$ cat src/rtl/wiper_pkg.sv
package wiper_pkg;
  typedef enum logic [1:0] {
    ST_SETTLE = 2'd0,
    ST_RUN    = 2'd1,
    ST_WRITE  = 2'd2
  } wiper_state_e;
endpackage

$ cat src/rtl/wiper_sync.sv
// Two-flop synchronizer, one chain per input bit.
module wiper_sync #(
  parameter int            WIDTH   = 3,
  parameter logic [WIDTH-1:0] RST_LVL = '1
) (
  input  logic             clk,
  input  logic             rst,
  input  logic [WIDTH-1:0] din,
  output logic [WIDTH-1:0] lvl
);
  genvar g;
  generate
    for (g = 0; g < WIDTH; g++) begin : g_chain
      logic meta_q, sync_q;
      always_ff @(posedge clk) begin
        if (rst) begin
          meta_q <= RST_LVL[g];
          sync_q <= RST_LVL[g];
        end else begin
          meta_q <= din[g];
          sync_q <= meta_q;
        end
      end
      assign lvl[g] = sync_q;
    end
  endgenerate
endmodule

$ cat src/rtl/wiper_nvreg.sv
// Model of the nonvolatile position store: content survives reset, and each write holds busy.
module wiper_nvreg #(
  parameter int POS_W        = 7,
  parameter int STORE_CYCLES = 2500000,
  parameter int NV_INIT      = 0
) (
  input  logic             clk,
  input  logic             rst,
  input  logic             wr_en,
  input  logic [POS_W-1:0] wr_data,
  output logic [POS_W-1:0] rd_data,
  output logic             busy
);
  localparam int CNT_W = $clog2(STORE_CYCLES + 1);

  logic [POS_W-1:0] mem_q = POS_W'(NV_INIT);
  logic [CNT_W-1:0] cnt_q;
  logic             busy_q;

  always_ff @(posedge clk) begin
    if (wr_en && !busy_q) mem_q <= wr_data;
  end

  always_ff @(posedge clk) begin
    if (rst) begin
      busy_q <= 1'b0;
      cnt_q  <= '0;
    end else if (wr_en && !busy_q) begin
      busy_q <= 1'b1;
      cnt_q  <= CNT_W'(STORE_CYCLES - 1);
    end else if (busy_q) begin
      if (cnt_q == '0) busy_q <= 1'b0;
      else             cnt_q  <= cnt_q - 1'b1;
    end
  end

  assign rd_data = mem_q;
  assign busy    = busy_q;

  p_write_sets_busy_r5: assert property (@(posedge clk) disable iff (rst)
    (wr_en && !busy_q) |=> (busy_q && mem_q == $past(wr_data)));
endmodule

$ cat src/rtl/wiper_decode.sv
// Registered position-to-one-hot decoder driving the tap switches.
module wiper_decode #(
  parameter int NUM_TAPS = 100,
  parameter int POS_W    = 7
) (
  input  logic                clk,
  input  logic                rst,
  input  logic [POS_W-1:0]    pos,
  output logic [NUM_TAPS-1:0] sel
);
  logic [NUM_TAPS-1:0] sel_q;

  genvar g;
  generate
    for (g = 0; g < NUM_TAPS; g++) begin : g_tap
      always_ff @(posedge clk) begin
        if (rst) sel_q[g] <= 1'b0;
        else     sel_q[g] <= (pos == POS_W'(g));
      end
    end
  endgenerate

  assign sel = sel_q;

  p_onehot_r9: assert property (@(posedge clk) disable iff (rst)
    !$past(rst) |-> ($countones(sel_q) == 1));
endmodule

$ cat src/rtl/wiper_ctrl.sv
module wiper_ctrl
  import wiper_pkg::*;
#(
  parameter int NUM_TAPS      = 100,
  parameter int STORE_CYCLES  = 2500000,
  parameter int SETTLE_CYCLES = 62500,
  parameter int NV_INIT       = 0
) (
  input  logic                        clk,
  input  logic                        rst,
  input  logic                        cs_n,
  input  logic                        up_dn,
  input  logic                        inc,
  output logic [NUM_TAPS-1:0]         tap_sel,
  output logic [$clog2(NUM_TAPS)-1:0] wiper_pos,
  output logic                        store_busy,
  output logic                        recall_done
);
  localparam int POS_W = $clog2(NUM_TAPS);
  localparam int TOP   = NUM_TAPS - 1;
  localparam int SET_W = $clog2(SETTLE_CYCLES + 1);

  // Synchronised input levels: bit 2 select, bit 1 direction, bit 0 step.
  logic [2:0] lvl;
  wiper_sync #(.WIDTH(3), .RST_LVL(3'b111)) u_sync (
    .clk(clk), .rst(rst), .din({cs_n, up_dn, inc}), .lvl(lvl)
  );

  logic cs_d, inc_d;
  always_ff @(posedge clk) begin
    if (rst) begin
      cs_d  <= 1'b1;
      inc_d <= 1'b1;
    end else begin
      cs_d  <= lvl[2];
      inc_d <= lvl[0];
    end
  end

  logic selected, cs_rise, inc_fall, inc_high, dir_up;
  assign selected = ~lvl[2];
  assign cs_rise  = lvl[2] & ~cs_d;
  assign inc_fall = inc_d & ~lvl[0];
  assign inc_high = lvl[0];
  assign dir_up   = lvl[1];

  wiper_state_e     state_q;
  logic [POS_W-1:0] pos_q;
  logic [SET_W-1:0] settle_q;
  logic             ready_q;
  logic             wr_en, nv_busy;
  logic [POS_W-1:0] nv_rd;
  logic [POS_W-1:0] pos_step;

  assign wr_en = (state_q == ST_RUN) && cs_rise && inc_high;

  always_comb begin
    pos_step = pos_q;
    if (dir_up) begin
      if (pos_q != POS_W'(TOP)) pos_step = pos_q + 1'b1;
    end else begin
      if (pos_q != '0) pos_step = pos_q - 1'b1;
    end
  end

  always_ff @(posedge clk) begin
    if (rst) begin
      state_q  <= ST_SETTLE;
      pos_q    <= nv_rd;
      settle_q <= '0;
      ready_q  <= 1'b0;
    end else begin
      unique case (state_q)
        ST_SETTLE: begin
          if (settle_q == SET_W'(SETTLE_CYCLES - 1)) begin
            ready_q <= 1'b1;
            state_q <= ST_RUN;
          end else begin
            settle_q <= settle_q + 1'b1;
          end
        end
        ST_RUN: begin
          if (wr_en)                     state_q <= ST_WRITE;
          else if (selected && inc_fall) pos_q   <= pos_step;
        end
        ST_WRITE: begin
          if (!nv_busy) state_q <= ST_RUN;
        end
        default: state_q <= ST_SETTLE;
      endcase
    end
  end

  wiper_nvreg #(.POS_W(POS_W), .STORE_CYCLES(STORE_CYCLES), .NV_INIT(NV_INIT)) u_nv (
    .clk(clk), .rst(rst), .wr_en(wr_en), .wr_data(pos_q), .rd_data(nv_rd), .busy(nv_busy)
  );

  wiper_decode #(.NUM_TAPS(NUM_TAPS), .POS_W(POS_W)) u_dec (
    .clk(clk), .rst(rst), .pos(pos_q), .sel(tap_sel)
  );

  assign wiper_pos   = pos_q;
  assign store_busy  = nv_busy;
  assign recall_done = ready_q;

  p_pos_in_range_r4: assert property (@(posedge clk) disable iff (rst)
    pos_q <= POS_W'(TOP));
  p_no_wrap_top_r4: assert property (@(posedge clk) disable iff (rst)
    (state_q == ST_RUN && selected && inc_fall && dir_up && !cs_rise && pos_q == POS_W'(TOP))
      |=> pos_q == POS_W'(TOP));
  p_no_wrap_bottom_r4: assert property (@(posedge clk) disable iff (rst)
    (state_q == ST_RUN && selected && inc_fall && !dir_up && pos_q == '0) |=> pos_q == '0);
  p_quiet_without_step_r2: assert property (@(posedge clk) disable iff (rst)
    !inc_fall |=> $stable(pos_q));
  p_hold_until_ready_r7: assert property (@(posedge clk) disable iff (rst)
    !ready_q |=> $stable(pos_q));
  p_busy_only_writing_r8: assert property (@(posedge clk) disable iff (rst)
    nv_busy |-> (state_q == ST_WRITE));
  p_hold_while_busy_r8: assert property (@(posedge clk) disable iff (rst)
    nv_busy |=> $stable(pos_q));
endmodule

$ cat config.mk
export PLATFORM = sky130hd
export DESIGN_NAME = wiper_ctrl
export DESIGN_NICKNAME = d
export VERILOG_FILES = /design/src/rtl/wiper_pkg.sv /design/src/rtl/wiper_sync.sv /design/src/rtl/wiper_nvreg.sv /design/src/rtl/wiper_decode.sv /design/src/rtl/wiper_ctrl.sv
export SDC_FILE = /design/constraint.sdc
export NUM_CORES = 1
export LEC_CHECK = 0
export ABC_AREA = 1
export BUFFER_PORTS_ARGS = -buffer_cell sky130_fd_sc_hd__buf_2
export CAP_MARGIN = 25
export CELL_PAD_IN_SITES_DETAIL_PLACEMENT = 1
export CELL_PAD_IN_SITES_GLOBAL_PLACEMENT = 1
export CORE_AREA = 8 8 133 135
export DETAILED_ROUTE_END_ITERATION = 6
export DIE_AREA = 0 0 141 143
export PLACE_DENSITY_LB_ADDON = 0.1
export REMOVE_ABC_BUFFERS = 1
export SLEW_MARGIN = 20
export SYNTH_ARGS = -nofsm -noshare
export SYNTH_HDL_FRONTEND = slang
export SYNTH_SLANG_ARGS = --single-unit
$ cat constraint.sdc
create_clock -name clk -period 2.4 [get_ports clk]
set_input_delay 0 -clock clk [delete_from_list [all_inputs] [get_ports clk]]
set_output_delay 0 -clock clk [all_outputs]
set_load 0.005 [all_outputs]
After elaboration in Yosys (flattened, before gate mapping):

Cells that the tools add are included.
Widths: inputs -> output; s select.

* word-level logic and storage cells: 273
* input port bits: 5
* register bits: 164

* reduce and logical (&&, ||, !) cells: 20
* eq/ne operators: 109
* bitwise operators: 7
* mux-type cells: 17
* add/sub/neg operators: 4

Operators by type and width (number)
* $eq 7x7->1 const B: 36
* $eq 7x6->1 const B: 32
* $eq 7x5->1 const B: 16
* $mux 22: 3
* $eq 7x4->1 const B: 8
* $mux 7: 7
* $eq 7x3->1 const B: 4
* $logic_not 22->1: 1
* $sub 22x1->22 const B: 1
* $add 16x1->16 const B: 1
* $eq 16x16->1 const B: 1
* $eq 7x2->1 const B: 2
* $reduce_and 2->1: 4
* $add 7x1->7 const B: 1
* $eq 7x1->1 const B: 1
* $logic_not 7->1: 1
* $ne 7x7->1 const B: 1
* $reduce_bool 7->1: 1
* $sub 7x1->7 const B: 1
* $mux 2: 3
* $ne 2x2->1 const B: 3
* $pmux 2 s3: 1
* $reduce_bool 2->1: 3
* $not 1->1: 5
* other kinds (13): 20

Logic depth before layout (Yosys ltp):

Gate-level depths: netlist (run 1).

* depth after elaboration: 7
* depth in mapped cells: 11
* depth with buffers taken out: 11

Modules after synthesis:

Synthesis (run 1) repeated with hierarchy kept, for this count alone.

* cell total of the unflattened synthesis: 777
* area total of the unflattened synthesis: 6331.1 µm²

Modules (own cells, without submodules)
* wiper_decode: seq. area each 2001.9 µm², area each 2680.1 µm², times used 1, cells an instance 265
* wiper_ctrl: seq. area each 630.6 µm², area each 1808.0 µm², times used 1, cells an instance 258
* wiper_nvreg: seq. area each 670.6 µm², area each 1651.6 µm², times used 1, cells an instance 232
* wiper_sync: seq. area each 120.1 µm², area each 191.4 µm², times used 1, cells an instance 22

Worst setup path before layout (run 1):

No wires, ideal clock.

* kind: reg-to-reg
* start point: register pos_q[0] (netlist: wiper_pos[0])
* end point: register pos_q[0] (netlist: wiper_pos[0]), enable pin
* path buffers: 0
* slack: 0.285 ns
* stages on the path, launching flop included: 8
* library setup time: 0.385 ns
* data arrival time: 1.731 ns
* data required time: 2.015 ns
* clock period less this slack: 2.115 ns
* cell sequence: edfxtp_1 inv_1 ha_1 nand2_1 nor2_1 inv_1 nor2_1 a221oi_1

* cells in the longest elaborated chain, start to end: 3
* elaborated cells on any way between the ends: 5
* those cells by class: 2 x eq/ne; 3 x reduce/logical

RTL lines
* from (decl): line wiper_ctrl.sv:48 `logic [POS_W-1:0] pos_q;`
* from (signal assigned): line wiper_ctrl.sv:69 `pos_q <= nv_rd;`
* from (signal assigned): line wiper_ctrl.sv:84 `else if (selected && inc_fall) pos_q <= pos_step;`
* $ne 7x7->1 / $reduce_bool 7->1 (equally long branches): line wiper_ctrl.sv:60, wiper_ctrl.sv:62
* $ne 3x3->1 (no line) / $reduce_bool 3->1 (equally long branches)
* $reduce_and 5->1 (no line) (*)

Mark *: on every way between the ends. The rest lies on a longest branch, timed or not.
A chain may end at the register's enable or synchronous reset.

Worst setup path after layout (run 1):

Same ends and word-level chain as after synthesis.

==> summary.log, run 1 <==
[status] run status complete, no violations
[clock_network] CTS Sinks 164
[logic_synthesis] Unique masters post-synth 31
[clock_network] depth of the CTS H-tree 4
[clock_network] maximum clock path buffer count 2
[cells_and_area] fill count 1890
[timing] share of the clock period used by the worst path 0.853
[clock_network] Resize count post-CTS 0
[cells_and_area] number of nets at the end of the flow 879
[worst_setup_path] Critical Path Start wiper_pos[0]$_DFFE_PP_
[floorplanning] site row count 46
[cells_and_area] Area growth, synth to finish 24.0%
[worst_setup_path] worst setup path category flop to flop
[timing] worst clock skew 0.00735 ns
[pwr] power density cells 786 mW/mm^2
[timing] RSZ-0062 raised after global routing no
[min_path] worst min-delay path startpoint rst
[timing] Max Clk Rate 488 MHz
[placement] estimated wirelength of the detail-placed design 12700 um
[logic_synthesis] count of warnings emitted by yosys 0
[clock_network] total clock buffers created by CTS 17
[timing] final count of negative-setup-slack endpoints 0
[min_path] Endpoint, Worst Hold wiper_pos[0]$_DFFE_PP_
[logic_synthesis] flops & latches, synth 164
[routing] total routed wirelength 17300 um
[routing] total via count in the routed design 5171
[placement] placement-stage worst setup slack 0.374 ns
[worst_setup_path] endpoint of the worst-slack reg-to-reg timing path wiper_pos[0]$_DFFE_PP_
[worst_setup_path] endpoint arrival time on the critical path 2.20 ns
[grt] sum of overflow across all layers after global routing 0
[logic_synthesis] Yosys top cell by area dfxtp_1
[clock_network] count of hold buffers inserted by post-cts repair 3
[timing] final hold violation count 0
[logic_synthesis] syn avg cell area 8.18 sq um
[floorplanning] Vert. Die Dim 143 um
[logic_synthesis] part of the Yosys area used for sequential elements 0.565
[grt] pin count of the biggest net entering global routing 27
[clock_network] clock latency reported for the late side of the worst-skew pair 0.44 ns
[pwr] peak supply drop 0.503 mV
[timing] Max-Slew Margin vs Limit 0.513
[logic_synthesis] netlist area before placement 0.00606 sq mm
[routing] DRT antenna net count 0
[logic_synthesis] Most used DFF post-synth dfxtp_1
[worst_setup_path] critical path startpoint category flop
[timing] actual slew at the worst max-slew pin 0.729 ns
[worst_setup_path] FF-to-FF setup slack 0.35 ns
[routing] initial drt markers 199
[clock_network] clock-pin slew of the registers on the worst-case setup and hold paths 0.07 ns
[logic_synthesis] fraction of post-synthesis cell area in the top cell type by area 0.496
[floorplanning] area of the core 0.0156 sq mm
[worst_setup_path] delay of the slowest cell on the worst path 0.47 ns
[grt] global-route wire length before repair 28300 um
[cells_and_area] Inserted Diodes 0
[timing] hold_ws 0.0830 ns
[floorplanning] area enclosed by the die boundary 0.0202 sq mm
[timing] max-slew violation count 0
[timing] setup TNS 0 ns
[logic_synthesis] Commonest cells post-synth nor2_1, dfxtp_1, nand2_1
[routing] average wire per cell in the routed design 15.8 um
[min_path] min-delay worst type input pin to flop
[placement] Port Buffer Count 113
[logic_synthesis] most instantiated library cell after synthesis nor2_1
[floorplanning] number of I/O pins 114
[grt] total track usage 0.179
[placement] routability congestion estimate from global placement 0.845
[cells_and_area] area of all placed cells without fillers 0.00751 sq mm
[floorplanning] initial cell density of the core 0.388
[floorplanning] Die W 141 um
[worst_setup_path] kind of end point of the critical path flop
[run] max-cap check violation count 0
[clock_network] master cell of the clock root buffer clkbuf_16
[cells_and_area] share of post-route cells with drive strength above 1 0.204
[logic_synthesis] number of enable-type register cells in the synthesized netlist 14
[worst_setup_path] worst-path maximum fanout 7
[worst_setup_path] R2R cell count 8
[routing] via density per instance 4.72
[grt] vias in the first global route 5465
[clock_network] Post-CTS Setup Bufs 0
[logic_synthesis] ranking of synthesized cells by area dfxtp_1, nor2_1, nand2_1
[routing] total iterations of the first detailed-routing run 4
[timing] crit path setup slack, layout 0.353 ns
[logic_synthesis] Synth Instances 741
[worst_setup_path] master of the slowest instance on the critical path edfxtp_1
[timing] minimum clock period after layout 2.05 ns
[worst_setup_path] startpoint of the most critical register-to-register path wiper_pos[0]$_DFFE_PP_
[logic_synthesis] share of async-settable or async-resettable flops after synthesis 0
[min_path] Hold Path Depth 2
[worst_setup_path] ordered list of cells on the worst path inv_1 > ha_1 > nand2_1 > nor2_1 > inv_1 > nor2_1 > a221oi_1 > buf_4
[clock_network] TritonCTS clock tree yes
[routing] number of remaining DRC errors 0
[grt] antenna violations before repair 0
[pwr] Leakage Power 3.47 nW
[placement] post-placement cell area 0.00686 sq mm
[worst_setup_path] required time of the critical path 2.55 ns
[state kept, by name (all words and copies together), names as in the netlist]
name / cells
u_nv.busy: 1
state_q: 2
u_dec.sel: 100
u_sync.g_chain.meta_q: 3
inc_d: 1
cs_d: 1
recall_done: 1
u_nv.cnt_q: 22
u_sync.g_chain.sync_q: 3
u_nv.rd_data: 7
wiper_pos: 7
settle_q: 16
[critical path, delay by kind of cell, from the launching register on]
kind,cells,cell delay [ns]
adders and majority gates,1,0.22
AOI/OAI and AO/OA,1,0.25
and+or+nand+nor,3,0.26
buffers and inverters,3,0.56
DFF,1,0.47
[final cells by class]
cell class,count,area [sq um],share of cell area
clock buffers,17,425,0.0566
clock inverters,15,191,0.0255
inverters,78,293,0.0390
multi-input cells,478,2230,0.297
flip-flops and latches,164,3420,0.456
well taps,216,270,0.0360
repair buffers,127,678,0.0903
[report_power, final]
part           switching, mW  leakage, nW  total, mW  internal (mW)
clock network           1.28        0.297       2.78           1.50
registers             0.0349         1.34       2.83           2.79
logic                  0.204         1.83      0.292         0.0878
total                   1.52         3.47       5.90           4.38
[logic make-up after synthesis]
logic type      after synthesis  synth area share
fa+ha+maj                     8            0.0165
buf+inv                      99            0.0671
compound gates               52            0.0454
xor+xnor                     17            0.0246
flops                       164             0.565
simple gates                401             0.281
[routing by layer]
metal	vias up	routed length (um)	track usage
met5	-	0	0
met4	0	227	0.0600
met3	18	801	0.0487
met2	95	8580	0.306
met1	2483	7700	0.213
li1	2575	-	-
[layout by cell type (no fill, tap or decap), types with 4 or more instances in the layout]
| cell | netlist | layout |
|---|---|---|
| clkbuf_16 | 0 | 17 |
| or2_2 | 7 | 7 |
| dfxtp_1 | 150 | 150 |
| buf_2 | 4 | 113 |
| ha_1 | 8 | 8 |
| nand3_1 | 47 | 47 |
| edfxtp_1 | 14 | 14 |
| clkinv_8 | 0 | 4 |
| inv_8 | 0 | 4 |
| buf_4 | 2 | 11 |
| xor2_1 | 11 | 11 |
| a21oi_1 | 27 | 27 |
| nand2_1 | 145 | 145 |
| nor2_1 | 160 | 160 |
| nand4_1 | 16 | 16 |
| nor3_1 | 11 | 11 |
| nor2_2 | 7 | 7 |
| xnor2_1 | 6 | 6 |
| inv_1 | 76 | 76 |
| o21ai_0 | 18 | 18 |
[how the worst max path moves through the flow]
stage,to,slack [ns],depth (start not counted)
6_report,wiper_pos[0]$_DFFE_PP_,0.35,8
5_1_grt,wiper_pos[0]$_DFFE_PP_,0.20,8
4_1_cts,wiper_pos[1]$_DFFE_PP_,0.36,8
3_5_place_dp,wiper_pos[1]$_DFFE_PP_,0.37,8
3_3_place_gp,wiper_pos[0]$_DFFE_PP_,0.50,7
2_1_floorplan,wiper_pos[0]$_DFFE_PP_,0.27,7
[metrics by stage]
stage	instances	power, mW	utilization
5_1_grt	1095	6.11	0.482
4_1_cts	1095	5.96	0.482
6_report	1095	5.90	0.482
3_5_place_dp	1060	3.18	0.440
2_1_floorplan	720	3.06	-
3_3_place_gp	1060	3.17	0.440
Power figures use the tool's default switching activity.
==> run 2, diff against run 1 <==
ABC_AREA = not set   (was 1)
CORE_AREA = 8 8 129 131   (was 8 8 133 135)
DIE_AREA = 0 0 137 139   (was 0 0 141 143)
==> summary.log, run 2 <==
[timing] final count of negative-setup-slack endpoints 0 [unchanged]
[floorplanning] initial cell density of the core 0.386 [-0.00266]
[routing] initial drt markers 177 [-11%]
[min_path] min-delay worst type input pin to flop
[timing] Max Clk Rate 427 MHz [-12%]
[min_path] Hold Path Depth 3 [+1]
[pwr] Leakage Power 3.03 nW [-13%]
[logic_synthesis] flops & latches, synth 164 [unchanged]
[cells_and_area] number of standard cells in the layout, taps in and fillers out 908 [-17%]
[logic_synthesis] share of async-settable or async-resettable flops after synthesis 0 [unchanged]
[status] run status complete, no violations
[grt] vias in the first global route 4776 [-13%]
[clock_network] maximum clock path buffer count 2 [unchanged]
[cells_and_area] number of nets at the end of the flow 720 [-18%]
[pwr] peak supply drop 0.492 mV [-2.1%]
[clock_network] depth of the CTS H-tree 4 [unchanged]
[min_path] Endpoint, Worst Hold u_sync.g_chain[0].meta_q$_SDFF_PP1_
[worst_setup_path] required time of the critical path 2.72 ns [+0.17 ns]
[logic_synthesis] Synth Instances 575 [-22%]
[cells_and_area] number of flip-flops in the largest register 100 [unchanged]
[floorplanning] area enclosed by the die boundary 0.0190 sq mm [-5.6%]
[worst_setup_path] R2R cell count 6 [-2]
[grt] sum of overflow across all layers after global routing 0 [unchanged]
[logic_synthesis] ranking of synthesized cells by area dfxtp_1, nor2_1, edfxtp_1
[timing] worst clock skew 0.0105 ns [+0.00314 ns]
[grt] pin count of the biggest net entering global routing 21 [-22%]
[min_path] worst min-delay path startpoint inc
[clock_network] TritonCTS clock tree yes
[timing] final hold violation count 0 [unchanged]
[pwr] post-layout power 5.73 mW [-3.0%]
[routing] average wire per cell in the routed design 17.0 um [+7.4%]
[logic_synthesis] most instantiated library cell after synthesis dfxtp_1
[placement] routability congestion estimate from global placement 0.770 [-8.9%]
[run] max-cap check violation count 0 [unchanged]
[worst_setup_path] worst-path maximum fanout 5 [-2]
[worst_setup_path] master of the slowest instance on the critical path or4_4
[logic_synthesis] fraction of post-synthesis cell area in the top cell type by area 0.528 [+0.0320]
[cells_and_area] Inserted Diodes 0 [unchanged]
[grt] global-route wire length before repair 24900 um [-12%]
[clock_network] clock-pin slew of the registers on the worst-case setup and hold paths 0.07 ns [about the same]
[logic_synthesis] part of the Yosys area used for sequential elements 0.601 [+0.0365]
[worst_setup_path] FF-to-FF setup slack 0.06 ns [-0.29 ns]
[timing] Max-Slew Margin vs Limit 0.402 [-0.111]
[grt] antenna violations before repair 0 [unchanged]
[logic_synthesis] Most used DFF post-synth dfxtp_1
[pwr] power density cells 794 mW/mm^2 [+1.0%]
[logic_synthesis] Unique masters post-synth 54 [+74%]
[logic_synthesis] netlist area before placement 0.00569 sq mm [-6.1%]
[clock_network] CTS Sinks 164 [unchanged]
[routing] total routed wirelength 15400 um [-11%]
[clock_network] clock latency reported for the late side of the worst-skew pair 0.42 ns [-0.02 ns]
[logic_synthesis] syn avg cell area 9.90 sq um [+21%]
[clock_network] master cell of the clock root buffer clkbuf_16
[placement] estimated wirelength of the detail-placed design 10900 um [-14%]
[cells_and_area] most common cell after layout, fill and taps aside dfxtp_1
[logic_synthesis] Commonest cells post-synth dfxtp_1, nor2_1, nand2_1
[grt] total track usage 0.165 [-0.0139]
[routing] number of remaining DRC errors 0 [unchanged]
[routing] DRT antenna net count 0 [unchanged]
[worst_setup_path] delay of the slowest cell on the worst path 0.58 ns [+0.11 ns]
[timing] minimum clock period after layout 2.34 ns [+0.292 ns]
[cells_and_area] Area growth, synth to finish 26.7%
[timing] share of the clock period used by the worst path 0.975 [+0.122]
[timing] actual slew at the worst max-slew pin 0.893 ns [+0.164 ns]
[worst_setup_path] worst setup path category flop to flop
[placement] Port Buffer Count 113 [unchanged]
[floorplanning] site row count 45 [-2.2%]
[clock_network] total clock buffers created by CTS 17 [unchanged]
[floorplanning] area of the core 0.0148 sq mm [-5.4%]
[routing] total iterations of the first detailed-routing run 4 [unchanged]
[placement] placement-stage worst setup slack 0.0735 ns [-0.300 ns]
[routing] via density per instance 5.10 [+7.9%]
[logic_synthesis] Yosys top cell by area dfxtp_1
[routing] total via count in the routed design 4628 [-11%]
[placement] total placed cells including tap cells 872 [-18%]
[worst_setup_path] endpoint of the worst-slack reg-to-reg timing path u_nv.cnt_q[4]$_SDFFE_PP0P_
[cells_and_area] share of post-route cells with drive strength above 1 0.276 [+0.0727]
[floorplanning] Die W 137 um [-2.8%]
[logic_synthesis] number of enable-type register cells in the synthesized netlist 14 [unchanged]
[worst_setup_path] startpoint of the most critical register-to-register path u_nv.cnt_q[0]$_SDFFE_PP0P_
[timing] max-slew violation count 0 [unchanged]
[worst_setup_path] kind of end point of the critical path flop
[timing] crit path setup slack, layout 0.0605 ns [-0.292 ns]
[worst_setup_path] critical path startpoint category flop
[timing] RSZ-0062 raised after global routing no
[worst_setup_path] endpoint arrival time on the critical path 2.66 ns [+0.46 ns]
[cells_and_area] commonest non-fill, non-tap cells in the layout dfxtp_1, nor2_1, buf_2
[logic_synthesis] count of warnings emitted by yosys 0 [unchanged]
[floorplanning] Vert. Die Dim 139 um [-2.8%]
[worst_setup_path] ordered list of cells on the worst path inv_1 > ha_2 > or3b_2 > or4_4 > or2_4 > o311a_1
[floorplanning] number of I/O pins 114 [unchanged]
## run 2: cell types whose count changed after synthesis, sizes merged, moves of 15 or more
cell	change
nand2	-113
inv	-66
nor2	-52
nand3	-33
or4	+18
clkbuf	+15
## run 2: final cells by class
| cell class | instances | area [sq um] |
|---|---|---|
| inverter | 12 | 45.0 |
| tap | 188 | 235 |
| timing repair buffer | 143 | 801 |
| multi-input combinational | 369 | 2120 |
| clock inverter | 13 | 136 |
| clock buffer | 19 | 454 |
| sequential | 164 | 3420 |
| fill | 1680 | 7540 |
## run 2: metrics by stage
step / hold slack (ns) / area, sq um / utilization / setup TNS [ns]
floorplan: 0.0691 / 5560 / - / -0.825
global placement: 0.189 / 6560 / 0.445 / 0
detailed placement: 0.189 / 6560 / 0.445 / 0
CTS: 0.268 / 7190 / 0.487 / 0
global route: 0.293 / 7210 / 0.489 / 0
finish: 0.294 / 7210 / 0.489 / 0
## run 2: per-layer routing
layer / global-route usage / part of all wire
met1: 0.201 / 0.44
met2: 0.273 / 0.48
met3: 0.0384 / 0.059
met4: 0.0646 / 0.017
met5: 0 / 0
## run 2: critical path, delay by kind of cell (launching register included)
kind                       cells  cell delay, ns
DFF                            1            0.33
AOI/OAI and AO/OA              1            0.28
adders and majority gates      1            0.20
buffers and inverters          1            0.08
and+or+nand+nor                3            1.34
## run 2: worst max path at each step
| stage | from | to | slack, ns | cells past startpoint |
|---|---|---|---|---|
| finish | u_nv.cnt_q[0]$_SDFFE_PP0P_ | u_nv.cnt_q[4]$_SDFFE_PP0P_ | 0.06 | 6 |
| detailed placement | u_nv.cnt_q[0]$_SDFFE_PP0P_ | u_nv.cnt_q[4]$_SDFFE_PP0P_ | 0.07 | 6 |
| CTS | u_nv.cnt_q[1]$_SDFFE_PP0P_ | u_nv.cnt_q[1]$_SDFFE_PP0P_ | 0.03 | 6 |
| floorplan | u_nv.cnt_q[0]$_SDFFE_PP0P_ | u_nv.cnt_q[9]$_SDFFE_PP0P_ | -0.26 | 6 |
| global placement | u_nv.cnt_q[1]$_SDFFE_PP0P_ | u_nv.cnt_q[1]$_SDFFE_PP0P_ | 0.1 | 6 |
| global route | u_nv.cnt_q[0]$_SDFFE_PP0P_ | u_nv.cnt_q[2]$_SDFFE_PP0P_ | 0.006 | 7 |
## run 2: cell families (layout without fill, tap and decap cells)
kind of cell	after synthesis	count (layout)	share of synthesized area
simple gates	260	260	0.230
xor+xnor	10	10	0.0154
compound gates	85	85	0.0945
mux	6	6	0.0108
buf+inv	42	187	0.0306
fa+ha+maj	8	8	0.0176
flops	164	164	0.601
## run 2: repair_timing
action	in CTS	in global routing
hold buffers	4	0
hold endpoints to repair	9	0
setup endpoints to repair	0	17
resized for setup	0	7
buffers inserted	0	0
## run 2: power by group
part | internal, mW | switching [mW] | total (mW)
clock | 1.53 | 1.18 | 2.71
combinational | 0.0767 | 0.128 | 0.205
sequential | 2.79 | 0.0294 | 2.82
==> run 3, diff against run 2 <==
PLACE_DENSITY = 0.71   (was not set)
PLACE_DENSITY_LB_ADDON = not set   (was 0.1)
SKIP_LAST_GASP = 1   (was not set)
==> summary.log, run 3 (synthesis gave the netlist of run 2 again) <==
[clock_network] Post-CTS Setup Bufs 0 [unchanged]
[grt] global-route wire length before repair 24600 um [-1.2%]
[placement] total placed cells including tap cells 871 [-0.11%]
[clock_network] depth of the CTS H-tree 4 [unchanged]
[clock_network] maximum clock path buffer count 2 [unchanged]
[timing] share of the clock period used by the worst path 0.971 [-0.00365]
[grt] pin count of the biggest net entering global routing 23 [+9.5%]
[worst_setup_path] kind of end point of the critical path flop
[run] max-cap check violation count 0 [unchanged]
[routing] initial drt markers 198 [+12%]
[routing] total iterations of the first detailed-routing run 4 [unchanged]
[timing] final hold violation count 0 [unchanged]
[worst_setup_path] worst-path maximum fanout 4 [-1]
[cells_and_area] Final Core Density 0.489 [about the same]
[routing] via density per instance 5.08 [-0.28%]
[timing] worst clock skew 0.0123 ns [+0.00179 ns]
[clock_network] total clock buffers created by CTS 17 [unchanged]
[placement] routability congestion estimate from global placement 0.830 [+7.8%]
[routing] DRT antenna net count 0 [unchanged]
[cells_and_area] number of flip-flops in the largest register 100 [unchanged]
[timing] RSZ-0062 raised after global routing no
[routing] total routed wirelength 15400 um [about the same]
[cells_and_area] share of post-route cells with drive strength above 1 0.269 [-0.00759]
[cells_and_area] most common cell after layout, fill and taps aside dfxtp_1
[floorplanning] number of I/O pins 114 [unchanged]
[timing] setup TNS 0 ns [unchanged]
[cells_and_area] Inserted Diodes 0 [unchanged]
[worst_setup_path] endpoint arrival time on the critical path 2.64 ns [-0.02 ns]
[clock_network] master cell of the clock root buffer clkbuf_16
[worst_setup_path] critical path startpoint category flop
[worst_setup_path] required time of the critical path 2.71 ns [about the same]
[floorplanning] area enclosed by the die boundary 0.0190 sq mm [unchanged]
[placement] estimated wirelength of the detail-placed design 11000 um [+1.1%]
[timing] Max Clk Rate 429 MHz [+0.38%]
[floorplanning] area of the core 0.0148 sq mm [unchanged]
[clock_network] clock latency reported for the late side of the worst-skew pair 0.42 ns [about the same]
[pwr] power density cells 810 mW/mm^2 [+2.0%]
[min_path] min-delay worst type input pin to flop
[floorplanning] initial cell density of the core 0.386 [unchanged]
[timing] hold_ws 0.0577 ns [-0.237 ns]
[placement] placement-stage worst setup slack -0.0496 ns [-0.123 ns]
[routing] total via count in the routed design 4605 [-0.50%]
[grt] total track usage 0.162 [-0.00291]
[routing] average wire per cell in the routed design 17.0 um [+0.24%]
[floorplanning] Vert. Die Dim 139 um [unchanged]
[cells_and_area] commonest non-fill, non-tap cells in the layout dfxtp_1, nor2_1, buf_2
[worst_setup_path] worst setup path category flop to flop
[timing] actual slew at the worst max-slew pin 0.842 ns [-0.0505 ns]
[routing] number of remaining DRC errors 0 [unchanged]
[pwr] post-layout power 5.84 mW [+1.9%]
[timing] crit path setup slack, layout 0.0692 ns [+0.00876 ns]
[cells_and_area] number of standard cells in the layout, taps in and fillers out 906 [-0.22%]
[grt] antenna violations before repair 0 [unchanged]
[clock_network] CTS Sinks 164 [unchanged]
[timing] final count of negative-setup-slack endpoints 0 [unchanged]
[timing] max-slew violation count 0 [unchanged]
[grt] vias in the first global route 4748 [-0.59%]
[cells_and_area] area of all placed cells without fillers 0.00721 sq mm [about the same]
[placement] Port Buffer Count 113 [unchanged]
[clock_network] clock-pin slew of the registers on the worst-case setup and hold paths 0.06 ns [about the same]
[floorplanning] Die W 137 um [unchanged]
[timing] Max-Slew Margin vs Limit 0.436 [+0.0338]
[cells_and_area] Area growth, synth to finish 26.6% [about the same]
[grt] sum of overflow across all layers after global routing 0 [unchanged]
[pwr] Leakage Power 3.03 nW [about the same]
[floorplanning] site row count 45 [unchanged]
[clock_network] TritonCTS clock tree yes
[status] run status complete, no violations
[pwr] peak supply drop 0.471 mV [-4.3%]
[cells_and_area] number of nets at the end of the flow 718 [-0.28%]
[cells_and_area] fill count 1707 [+1.6%]
[timing] minimum clock period after layout 2.33 ns [-0.00876 ns]
[placement] post-placement cell area 0.00655 sq mm [-0.11%]
[run 3: changes by cell type in the layout (fill, tap and decap cells not counted), sizes merged]
| cell | previous run | this run |
|---|---|---|
| dlygate4sd3 | 4 | 3 |
| bufinv | 1 | 3 |
| buf | 139 | 138 |
| clkbuf | 19 | 18 |
| clkinv | 3 | 2 |
[run 3: area by class of cell]
type	instances	area, sq um	area share
Multi-Input combinational cell	369	2100	0.292
Sequential cell	164	3420	0.475
Tap cell	188	235	0.0326
Timing Repair Buffer	141	783	0.109
Inverter	12	45.0	0.00625
Clock inverter	14	188	0.0260
Clock buffer	18	429	0.0595
[run 3: worst max-delay path, stage by stage, from the launching register on]
cell and delay [ns]:
dfxtp_1 0.33, inv_1 0.10, ha_1 0.17, or3b_2 0.48
or4_4 0.56, or2_1 0.28, o311a_1 0.29
[run 3: what timing repair did]
action	4_1_cts	5_1_grt
endpoints found under the setup margin	1	5
endpoints found under the hold margin	3	0
cloned	0	0
pin swaps	0	1
gates resized for setup	1	1
hold buffers	3	0
[run 3: where the power goes]
part           total (mW)  switching (mW)  internal (mW)
Combinational       0.201           0.127         0.0738
Clock                2.82            1.15           1.67
Sequential           2.82          0.0289           2.79
Total                5.84            1.31           4.53
[run 3: worst paths after layout]
kind / startpoint / end / slack, ns / depth (start not counted)
min reg2reg: u_sync.g_chain[0].meta_q$_SDFF_PP1_ / u_sync.g_chain[0].sync_q$_SDFF_PP1_ / 0.41 / 1
max: u_nv.cnt_q[0]$_SDFFE_PP0P_ / u_nv.cnt_q[4]$_SDFFE_PP0P_ / 0.07 / 6
max reg2reg: u_nv.cnt_q[0]$_SDFFE_PP0P_ / u_nv.cnt_q[4]$_SDFFE_PP0P_ / 0.07 / 6
min: rst / settle_q[9]$_SDFFE_PP0P_ / 0.06 / 3
[run 3: metal layers]
metal | track usage | wire length [um]
met1 | 0.194 | 6820
met2 | 0.269 | 7350
met3 | 0.0471 | 1060
met4 | 0.0566 | 190
met5 | 0 | 0
